## src/rtl/tick_pkg.sv

```systemverilog
package tick_pkg;
  localparam int DATA_W = 32;

  localparam logic [31:0] OFS_CTRL   = 32'h10;
  localparam logic [31:0] OFS_RELOAD = 32'h14;
  localparam logic [31:0] OFS_CURR   = 32'h18;

  localparam int CTRL_RUN  = 0;
  localparam int CTRL_IE   = 1;
  localparam int CTRL_SRC  = 2;
  localparam int CTRL_WRAP = 16;

  typedef enum logic [1:0] {
    SEL_NONE,
    SEL_CTRL,
    SEL_RELOAD,
    SEL_CURR
  } reg_sel_e;
endpackage

```

## src/rtl/tick_rst_sync.sv

```systemverilog
module tick_rst_sync #(
  parameter int STAGES = 2
) (
  input  logic clk,
  input  logic rst_n,
  output logic rst_sync_n
);
  logic [STAGES-1:0] chain_q;

  always_ff @(posedge clk or negedge rst_n) begin
    if (!rst_n) chain_q <= '0;
    else        chain_q <= {chain_q[STAGES-2:0], 1'b1};
  end

  assign rst_sync_n = chain_q[STAGES-1];
endmodule

```

## src/rtl/tick_decode.sv

```systemverilog
module tick_decode
  import tick_pkg::*;
#(
  parameter int ADDR_W = 8
) (
  input  logic              bus_req,
  input  logic              bus_we,
  input  logic [ADDR_W-1:0] bus_addr,
  output reg_sel_e          sel,
  output logic              wr_ctrl,
  output logic              wr_reload,
  output logic              wr_curr,
  output logic              rd_ctrl
);
  localparam int WA_W = ADDR_W - 2;
  localparam logic [WA_W-1:0] WA_CTRL   = OFS_CTRL[ADDR_W-1:2];
  localparam logic [WA_W-1:0] WA_RELOAD = OFS_RELOAD[ADDR_W-1:2];
  localparam logic [WA_W-1:0] WA_CURR   = OFS_CURR[ADDR_W-1:2];

  logic [WA_W-1:0] word_addr;
  logic            unused_byte_lanes;

  assign word_addr         = bus_addr[ADDR_W-1:2];
  assign unused_byte_lanes = ^bus_addr[1:0];

  always_comb begin
    sel = SEL_NONE;
    if      (word_addr == WA_CTRL)   sel = SEL_CTRL;
    else if (word_addr == WA_RELOAD) sel = SEL_RELOAD;
    else if (word_addr == WA_CURR)   sel = SEL_CURR;
  end

  assign wr_ctrl   = bus_req &  bus_we & (sel == SEL_CTRL);
  assign wr_reload = bus_req &  bus_we & (sel == SEL_RELOAD);
  assign wr_curr   = bus_req &  bus_we & (sel == SEL_CURR);
  assign rd_ctrl   = bus_req & ~bus_we & (sel == SEL_CTRL);
endmodule

```

## src/rtl/tick_regs.sv

```systemverilog
module tick_regs
  import tick_pkg::*;
#(
  parameter int CNT_W = 24
) (
  input  logic             clk,
  input  logic             rst_n,
  input  logic             wr_ctrl,
  input  logic             wr_reload,
  input  logic [CNT_W-1:0] wdata,
  output logic             run_en,
  output logic             irq_en,
  output logic             src_core,
  output logic [CNT_W-1:0] reload
);
  logic             run_d, ie_d, src_d;
  logic [CNT_W-1:0] reload_d;

  always_comb begin
    run_d    = run_en;
    ie_d     = irq_en;
    src_d    = src_core;
    reload_d = reload;
    if (wr_ctrl) begin
      run_d = wdata[CTRL_RUN];
      ie_d  = wdata[CTRL_IE];
      src_d = wdata[CTRL_SRC];
    end
    if (wr_reload) reload_d = wdata;
  end

  always_ff @(posedge clk or negedge rst_n) begin
    if (!rst_n) begin
      run_en   <= 1'b0;
      irq_en   <= 1'b0;
      src_core <= 1'b0;
      reload   <= '0;
    end else begin
      run_en   <= run_d;
      irq_en   <= ie_d;
      src_core <= src_d;
      reload   <= reload_d;
    end
  end
endmodule

```

## src/rtl/tick_core.sv

```systemverilog
module tick_core #(
  parameter int CNT_W = 24
) (
  input  logic             clk,
  input  logic             rst_n,
  input  logic             run_en,
  input  logic             irq_en,
  input  logic             src_core,
  input  logic             ref_tick,
  input  logic [CNT_W-1:0] reload,
  input  logic             wr_curr,
  input  logic             rd_ctrl,
  output logic [CNT_W-1:0] count,
  output logic             wrap_flag,
  output logic             irq
);
  logic             tick_en, at_one, at_zero;
  logic [CNT_W-1:0] count_d;
  logic             flag_d, irq_d;

  assign tick_en = run_en & (src_core | ref_tick);
  assign at_one  = (count == CNT_W'(1));
  assign at_zero = (count == '0);

  always_comb begin
    count_d = count;
    flag_d  = wrap_flag;
    irq_d   = 1'b0;
    if (rd_ctrl) flag_d = 1'b0;
    if (wr_curr) begin
      count_d = '0;
      flag_d  = 1'b0;
    end else if (tick_en) begin
      if (at_zero) count_d = reload;
      else         count_d = count - CNT_W'(1);
      if (at_one) begin
        flag_d = 1'b1;
        irq_d  = irq_en;
      end
    end
  end

  always_ff @(posedge clk or negedge rst_n) begin
    if (!rst_n) begin
      count     <= '0;
      wrap_flag <= 1'b0;
      irq       <= 1'b0;
    end else begin
      count     <= count_d;
      wrap_flag <= flag_d;
      irq       <= irq_d;
    end
  end
endmodule

```

## src/rtl/tick_timer.sv

```systemverilog
module tick_timer
  import tick_pkg::*;
#(
  parameter int ADDR_W = 8,
  parameter int CNT_W  = 24
) (
  input  logic              clk,
  input  logic              rst_n,
  input  logic              bus_req,
  input  logic              bus_we,
  input  logic [ADDR_W-1:0] bus_addr,
  input  logic [31:0]       bus_wdata,
  output logic [31:0]       bus_rdata,
  input  logic              ref_tick,
  output logic              tick_irq
);
  logic             rst_sync_n;
  reg_sel_e         sel;
  logic             wr_ctrl, wr_reload, wr_curr, rd_ctrl;
  logic             run_en, irq_en, src_core;
  logic [CNT_W-1:0] reload, count;
  logic             wrap_flag;
  logic             unused_wdata;

  assign unused_wdata = ^bus_wdata;

  tick_rst_sync #(.STAGES(2)) u_rst (
    .clk        (clk),
    .rst_n      (rst_n),
    .rst_sync_n (rst_sync_n)
  );

  tick_decode #(.ADDR_W(ADDR_W)) u_dec (
    .bus_req   (bus_req),
    .bus_we    (bus_we),
    .bus_addr  (bus_addr),
    .sel       (sel),
    .wr_ctrl   (wr_ctrl),
    .wr_reload (wr_reload),
    .wr_curr   (wr_curr),
    .rd_ctrl   (rd_ctrl)
  );

  tick_regs #(.CNT_W(CNT_W)) u_regs (
    .clk       (clk),
    .rst_n     (rst_sync_n),
    .wr_ctrl   (wr_ctrl),
    .wr_reload (wr_reload),
    .wdata     (bus_wdata[CNT_W-1:0]),
    .run_en    (run_en),
    .irq_en    (irq_en),
    .src_core  (src_core),
    .reload    (reload)
  );

  tick_core #(.CNT_W(CNT_W)) u_core (
    .clk       (clk),
    .rst_n     (rst_sync_n),
    .run_en    (run_en),
    .irq_en    (irq_en),
    .src_core  (src_core),
    .ref_tick  (ref_tick),
    .reload    (reload),
    .wr_curr   (wr_curr),
    .rd_ctrl   (rd_ctrl),
    .count     (count),
    .wrap_flag (wrap_flag),
    .irq       (tick_irq)
  );

  always_comb begin
    bus_rdata = '0;
    unique case (sel)
      SEL_CTRL: begin
        bus_rdata[CTRL_RUN]  = run_en;
        bus_rdata[CTRL_IE]   = irq_en;
        bus_rdata[CTRL_SRC]  = src_core;
        bus_rdata[CTRL_WRAP] = wrap_flag;
      end
      SEL_RELOAD: bus_rdata = DATA_W'(reload);
      SEL_CURR:   bus_rdata = DATA_W'(count);
      default:    bus_rdata = '0;
    endcase
  end
endmodule

```

## config.mk

```make
export PLATFORM = sky130hd
export DESIGN_NAME = tick_timer
export DESIGN_NICKNAME = d
export VERILOG_FILES = /design/src/rtl/tick_pkg.sv /design/src/rtl/tick_rst_sync.sv /design/src/rtl/tick_decode.sv /design/src/rtl/tick_regs.sv /design/src/rtl/tick_core.sv /design/src/rtl/tick_timer.sv
export SDC_FILE = /design/constraint.sdc
export NUM_CORES = 1
export LEC_CHECK = 0
export CAP_MARGIN = 20
export CORE_AREA = 2 2 88 90
export DETAILED_ROUTE_END_ITERATION = 10
export DIE_AREA = 0 0 90 92
export HOLD_SLACK_MARGIN = 0.08
export PLACE_DENSITY = 0.77
export REMOVE_ABC_BUFFERS = 1
export SLEW_MARGIN = 10
export SYNTH_ARGS = -nofsm -noshare
export SYNTH_HDL_FRONTEND = slang
export SYNTH_HIERARCHICAL = 1
export SYNTH_SLANG_ARGS = --single-unit
```

## constraint.sdc

```tcl
create_clock -name clk -period 6.1 [get_ports clk]
set_input_delay 0.915 -clock clk [delete_from_list [all_inputs] [get_ports clk]]
set_output_delay 0.915 -clock clk [all_outputs]
set_load 0.05 [all_outputs]
```

## Yosys cells after proc, flatten, opt, wreduce, memory -nomap -nowiden

Index checks and enable logic that the tools add are counted.

- Register bits: 55
- Input port bits: 45
- Output and inout bits: 33
- Word-level logic and storage cells: 44

- Add/subtract/negate cells: 1
- Equality and inequality tests: 7
- Muxes and demuxes: 17
- Bitwise operators: 9
- Reduce and logical (&&, ||, !) cells: 2

Operator list:

| cell | number |
|---|---|
| $mux W24 | 3 |
| $pmux W13 S2 | 1 |
| $eq A24 B1 Y1 const B | 1 |
| $logic_not A24 Y1 | 1 |
| $sub A24 B1 Y24 const B | 1 |
| $eq A6 B3 Y1 const B | 3 |
| $pmux W7 S2 | 1 |
| $pmux W3 S3 | 1 |
| $and A1 B1 Y1 | 7 |
| $mux W1 | 7 |
| $mux W2 | 3 |
| $eq A2 B2 Y1 const B | 2 |
| $pmux W1 S3 | 1 |
| $eq A2 B1 Y1 const B | 1 |
| $reduce_bool A2 Y1 | 1 |
| $not A1 Y1 | 1 |
| $or A1 B1 Y1 | 1 |

## Depth between registers and ports, before layout

Gate-level depths: netlist of the first run.

- Depth after elaboration: 10
- Mapped depth: 9
- Depth with buffers taken out: 7

## By module

Netlist of the first run, hierarchy kept.

Modules (own cells, without submodules):

| module | times used | cells an instance | area each (sq um) | sequential area each (sq um) |
|---|---|---|---|---|
| tick_core | 1 | 211 | 1778.0 | 650.6 |
| tick_regs | 1 | 57 | 1106.1 | 675.6 |
| tick_timer | 1 | 63 | 520.5 | 0.0 |
| tick_decode | 1 | 13 | 72.6 | 0.0 |
| tick_rst_sync | 1 | 3 | 53.8 | 50.0 |

## Worst setup path after synthesis of the first run

No wires, ideal clock.

- Path type: input to output
- Start point: input bus_addr[7]
- End point: output bus_rdata[10]
- Arrival time: 2.819 ns
- Required time: 5.185 ns
- Slack: 2.366 ns
- Stages: 5
- Buffers on the path: 2
- Cell sequence: or4b_1 clkbuf_2 nor2_1 clkbuf_1 nor2b_1

- Longest elaborated chain between the ends: 6
- Elaborated cells between the ends (all ways): 9
- Those cells by class: eq/ne (5); mux (4)

Ends and longest elaborated chain:

| element | line | text |
|---|---|---|
| start: declaration | tick_timer.sv:11 | `input logic [ADDR_W-1:0] bus_addr,` |
| $eq A6 B3 Y1 | tick_decode.sv:30 | `else if (word_addr == WA_CURR) sel = SEL_CURR;` |
| $mux W2 | tick_decode.sv:30 |  |
| $mux W2 | tick_decode.sv:29 | `else if (word_addr == WA_RELOAD) sel = SEL_RELOAD;` |
| $mux W2 * | tick_decode.sv:28 | `if (word_addr == WA_CTRL) sel = SEL_CTRL;` |
| named net sel[1] | tick_timer.sv:18 | `reg_sel_e sel;` |
| $eq A2 B2 Y1 | tick_timer.sv:73 | `unique case (sel)` |
| $pmux W13 S2 * | tick_timer.sv:73 |  |
| end: declaration | tick_timer.sv:13 | `output logic [31:0] bus_rdata,` |

Mark *: on every way through the listed nets, which the timed path passes. The rest lies on a longest branch.

## Worst setup path in the final report of the first run

- Start point: input bus_addr[7]
- End point: output bus_rdata[19]

- Longest elaborated chain between the ends: 6
- Elaborated cells between the ends (all ways): 9
- Those cells by class: eq/ne (5); mux (4)

Ends and longest elaborated chain:

| element | line |
|---|---|
| $eq A6 B3 Y1 | tick_decode.sv:30 |
| $mux W2 | tick_decode.sv:30 |
| $mux W2 | tick_decode.sv:29 |
| $mux W2 * | tick_decode.sv:28 |
| named net sel[1] | tick_timer.sv:18 |
| $eq A2 B2 Y1 | tick_timer.sv:73 |
| $pmux W7 S2 * | tick_timer.sv:73 |

Marks and branches as above.

==> run metrics, run 1 <==
CP Max Fanout=13; initial drt markers=209; Vias per Instance=about 6; TNS Setup=0 ns; Max-slew headroom=29.8%; vias in the first global route=approximately 2900; final max-slew violation count=0; Leakage=~1.6 nW; H-tree depth=2; 1st-pass router iterations=4; critical path startpoint category=input port; Synth Cell Area=0.00353 sq mm; post-synthesis cell type count=54; clk sinks=55; CP endpoint kind=output port; PD cells=approximately 200 mW/mm^2; top post-synthesis cells by area=dfrtp_1 (39%), mux2_4 (8.9%), mux2i_1 (6.5%); drt wl/cell=17.5 um; post-synthesis sequential area ratio=39.0%; hpwl dp=between 5 and 6 mm; Max Cap Violations=0; root buffer cell=clkbuf_8; DIE AREA=0.00828 sq mm; Yosys reg bits=55; post-synth top area share=39.0%; DRC viols=0; CTS resizes=0; grt ovf=0; multi-input logic area=0.00192 sq mm; Worst EP arrival=roughly 4 ns; Initial Utilization=47.4%; biggest area consumer among synthesized cells=dfrtp_1; Worst-Margin Slew=1.05 ns; Final Cycle Share=80.4%; run status=completed; Worst Skew=0.0126 ns; Top FF cell, synth=dfrtp_1; RSZ-0062 raised after global routing=false; Post-Synthesis Cells=~350; Setup CP Type=in2out; worst vdd ir=133 uV; Tot Pwr=0.851 mW; Max Fclk=approximately 200 MHz; Register Area=0.00138 sq mm; P&R area growth vs syn=19.7%; CTS tree=built; asr flop ratio synth=100%; clock slew at reported path FFs=0.11 ns; via count=2933; core area=0.00745 sq mm; PortBufs=59; synth cell count leaders=dfrtp_1 (55), mux2i_1 (23), nor2b_1 (23); fin nets=roughly 450; Die W=90 um; Worst EP required=5.18 ns; Num CTS Buffers=5; initial antenna violation count=0; Die Ht=92 um; cts-stage hold buffer count=0; worst hold path type=reg2reg; Final min period=4.91 ns; final hold vios=0; diode count=0; share of post-route cells with drive strength above 1=15.1%; setup repair bufs after CTS=0; Post-Route WL=8.76 mm; first-pass GRT wire length=14.6 mm; Antenna Nets Post-Route=0; Global Route Usage Sum=21.7%; most frequent cell after synthesis=dfrtp_1; EDFF count, synth=0; Max Root-Sink Buffers=2; I/O pin cnt=78; FILL cells=668; Syn Area/Cell=10.2 sq um; clock network latency to the later pin of the worst-skew pair=between 0.3 and 0.4 ns; RePlAce Congestion=0.881; largest net degree at the start of global routing=54; synth warn=6; Final Setup Violations=0; Std-Cell Rows=32
==> through the flow <==
step                instance area (sq um)  worst slack [ns]  hold slack, ns  util [%]  cells
CTS                                  4230              1.17           0.370      56.7    500
floorplan                            3340              1.25           0.331         -    324
global route                         4230              1.02           0.372      56.7    500
detailed placement                   4130              1.18           0.344      55.4    492
finish                               4230              1.19           0.367      56.7    500
global placement                     4120              1.20           0.339      55.3    491
==> path summary, 6_finish.rpt <==
check / start / slack (ns) / cells after the start / endpoint
worst min register to register: u_rst/chain_q[0] / 0.37 / 0 / u_rst/chain_q[1]
worst max register to register: u_core/count[0] / 3.10 / 7 / u_core/count[16]
worst max-delay path: bus_addr[7] / 1.19 / 6 / bus_rdata[19]
worst min-delay path: u_rst/chain_q[0] / 0.37 / 0 / u_rst/chain_q[1]
min in group asynchronous: u_rst/chain_q[1] / 0.39 / 1 / u_regs/reload[4]
max in group asynchronous: u_rst/chain_q[1] / 5.22 / 1 / u_core/count[22]
==> power by group <==
part	leakage, nW	internal (mW)	switching (mW)
sequential	0.706	0.400	0.0478
combinational	0.856	0.0836	0.0915
clock	0.0474	0.0932	0.134
==> cell usage in the layout, fill, tap and decap left out, drive strengths merged, types with 2 or more instances in the layout <==
| cell type | instances |
|---|---|
| clkdlybuf4s50 | 59 |
| dfrtp | 55 |
| mux2 | 31 |
| mux2i | 23 |
| nor2b | 23 |
| a21oi | 21 |
| nor2 | 17 |
| inv | 16 |
| nor3 | 16 |
| nand2 | 13 |
| o32ai | 12 |
| o21ai | 11 |
| conb | 9 |
| nand3 | 9 |
| buf | 7 |
| nor4 | 7 |
| clkbuf | 6 |
| or3 | 6 |
| a22o | 4 |
| nand4 | 4 |
| a31oi | 4 |
| a2111oi | 4 |
| and3 | 3 |
| o31ai | 3 |
| o41ai | 3 |
| o22ai | 3 |
| a211oi | 3 |
| ha | 3 |
| o21a | 2 |
| nor4b | 2 |
| nand2b | 2 |
| o2bb2ai | 2 |
| a221oi | 2 |
| or4 | 2 |
==> layout make-up <==
| type | instances | share of cell area, % |
|---|---|---|
| clock inverters | 2 | 0.385 |
| inverters | 16 | 1.42 |
| repair buffers | 66 | 15.2 |
| clock buffers | 6 | 1.95 |
| well taps | 102 | 3.02 |
| flip-flops and latches | 55 | 32.6 |
| multi-input cells | 253 | 45.4 |
==> worst max-delay path, stage by stage <==
cell and delay [ns]:
clkdlybuf4s50_1 0.40, or4b_1 0.66, nor2_1 0.73, buf_4 0.31
nor2b_1 0.17, clkdlybuf4s50_1 0.81
==> sequential cells by signal (all words and copies together) (netlist names) <==
name / flops
u_regs/irq_en: 1
u_regs/reload: 24
u_core/irq: 1
u_regs/run_en: 1
u_regs/src_core: 1
u_core/count: 24
u_rst/chain_q: 2
u_core/wrap_flag: 1
==> cell families after synthesis <==
group / Yosys count / share of synthesized area (%)
other: 2 / 0.213
DFF: 55 / 39.0
muxes: 54 / 18.6
xor gates and xnor gates: 1 / 0.248
and+or+nand+nor: 109 / 17.4
AOI/OAI and AO/OA: 77 / 15.6
adders and majority gates: 3 / 1.06
buffers and inverters: 46 / 7.80
==> layer usage <==
metal / part of all wire [%] / track usage (%) / vias to the layer above
met3: 4.9 / 3.29 / 7
li1: - / - / 1370
met4: 1.1 / 6.41 / 0
met1: 45 / 29.1 / 1459
met5: 0 / 0 / -
met2: 49 / 36.7 / 97
Power figures use the tool's default switching activity.
==> run 2: changes to the inputs <==
==> constraint.sdc (replaced) <==
create_clock -name clk -period 5.02 [get_ports clk]
set_input_delay 0.753 -clock clk [delete_from_list [all_inputs] [get_ports clk]]
set_output_delay 0.753 -clock clk [all_outputs]
set_load 0.05 [all_outputs]
==> run 2 against run 1 <==
Compared with the run above:
- core utilization fell by 0.24 points
- clock skew fell by 0.0089 ns
- clock-buffer cell count rose by 1
- sequential share of layout area rose by 0.14 points
- via count rose by 0.82%
- routed wire length fell by 1.5%
- critical endpoint is now bus_rdata[1]
==> run metrics, run 2 (synthesis gave the netlist of run 1 again) <==
run status=completed; hpwl dp=between 5 and 6 mm; RePlAce Congestion=0.875; root buffer cell=clkbuf_8; Vias per Instance=5.89; CTS tree=built; Die Ht=92 um; first-pass GRT wire length=14.2 mm; initial antenna violation count=0; Die W=90 um; share of post-route cells with drive strength above 1=16.5%; clk sinks=55; Worst EP arrival=3.58 ns; fin nets=approximately 450; Max stage delay on crit path=0.80 ns; initial drt markers=264; DRC viols=0; final hold vios=0; Register Area=0.00138 sq mm; Max Root-Sink Buffers=2; switching power=0.313 mW; most frequent cells in the layout=dfrtp_1 (54), clkdlybuf4s50_1 (53), mux2i_1 (23), nor2b_1 (23); drt wl/cell=around 17 um; critical-path cell list=clkdlybuf4s50_1, or4b_1, nor2_2, buf_4, nor2b_1, a22o_1, clkdlybuf4s50_1; Largest regs=u_core/count: 24 flops, u_regs/reload: 24 flops, u_rst/chain_q: 2 flops; via count=2957; RSZ-0062 raised after global routing=false; Non-Filler Instances=502; Std-Cell Rows=32; Initial Utilization=47.4%; critical path startpoint category=input port; Sw Ratio=31.3%; Worst EP required=around 4.3 ns; core area=roughly 0.0074 sq mm; CP max stage cell=clkdlybuf4s50_1; Post-Route WL=8.63 mm; Worst Skew=0.00375 ns; clock slew at reported path FFs=0.10 ns; Final min period=4.33 ns; CP Max Fanout=15; Worst-Margin Slew=1.04 ns; largest delay contributor family on the critical path=buffers and inverters; FILL cells=approximately 680; Top cell by count, worst path=clkdlybuf4s50_1; Final Cycle Share=86.3%; CP endpoint kind=output port; Leakage=1.63 nW; worst hold path type=reg2reg; clock share of power=24.1%; worst path bufs/invs=3; grt ovf=0; H-tree depth=2; I/O pin cnt=roughly 80; Setup CP Type=in2out; CTS resizes=0; commonest non-fill, non-tap cell in the layout=dfrtp_1; worst vdd ir=148 uV; largest net degree at the start of global routing=54; Global Route Usage Sum=around a fifth; combinational share of power=21.3%; clock network latency to the later pin of the worst-skew pair=0.30 ns; PortBufs=59; setup repair bufs after CTS=0; Max Cap Violations=0; diode count=0; TNS Setup=0 ns; Reg power frac=54.6%; Placed Cells=494; P&R area growth vs syn=19.2%; Max Fclk=between 200 and 250 MHz; Num CTS Buffers=5; DIE AREA=0.00828 sq mm; final max-slew violation count=0; Max-slew headroom=30.3%; vias in the first global route=2919; cts-stage hold buffer count=0; 1st-pass router iterations=5; PD cells=238 mW/mm^2; multi-input logic area=~0.0019 sq mm; Final Setup Violations=0; fin util=56.5%; P_int=around 0.69 mW; Antenna Nets Post-Route=0
==> run 2: cell count changes in the layout (fill, tap and decap cells not counted) <==
cell,change
buf_4,+8
clkdlybuf4s50_1,-6
clkbuf_1,+2
clkbuf_8,-1
clkinv_2,+1
clkinv_4,-1
clkinvlp_4,-1
==> run 2: power by group through the flow <==
stage                     clock [mW]  sequential, mW  combinational (mW)
final                          0.241           0.546               0.214
after global routing           0.264           0.552               0.234
after CTS                      0.246           0.544               0.214
after detailed placement           0           0.553               0.211
after global placement             0           0.551               0.204
after floorplan                    0           0.541               0.143
==> run 2: cell type report <==
type / instances / share of cell area [%]
multi-input cells: 253 / 45.6
flip-flops and latches: 55 / 32.7
repair buffers: 68 / 15.3
well taps: 102 / 3.03
clock buffers: 7 / 1.81
inverters: 16 / 1.43
clock inverters: 1 / 0.119
==> run 2: worst paths after layout <==
path | startpoint | to | slack (ns) | depth (start not counted)
hold reg to reg | u_rst/chain_q[0] | u_rst/chain_q[1] | 0.36 | 0
setup reg to reg | u_core/count[0] | u_core/count[16] | 2.02 | 7
hold / removal | u_rst/chain_q[0] | u_rst/chain_q[1] | 0.36 | 0
min in group asynchronous | u_rst/chain_q[1] | u_core/count[4] | 0.40 | 1
setup / recovery | bus_addr[7] | bus_rdata[1] | 0.69 | 7
max in group asynchronous | u_rst/chain_q[1] | u_core/count[15] | 4.18 | 1
==> run 2: worst reg2reg max path: cells and delay by family, from the launching register on <==
family	cells	cell delay (ns)
adder cells (fa/ha/maj)	1	0.16
AO/OA/AOI/OAI	2	0.61
buffers and inverters	1	0.13
flip-flops	1	0.45
AND/OR/NAND/NOR	3	1.50
==> run 2: layer usage <==
layer | track usage, % | routed length (um) | up-vias
li1 | - | - | 1374
met1 | 27.6 | 3780 | 1462
met2 | 36.0 | 4290 | 113
met3 | 3.12 | 487 | 8
met4 | 4.74 | 72 | 0
met5 | 0 | 0 | -
==> run 2: through the flow <==
step | area, sq um | power [mW] | setup WS (ns) | hold WS [ns]
after global routing | 4210 | 1.05 | 0.565 | 0.369
after floorplan | 3340 | 0.683 | 0.498 | 0.331
after CTS | 4210 | 1.00 | 0.672 | 0.367
after global placement | 4130 | 0.754 | 0.724 | 0.338
final | 4210 | 1.00 | 0.686 | 0.363
after detailed placement | 4130 | 0.764 | 0.670 | 0.344
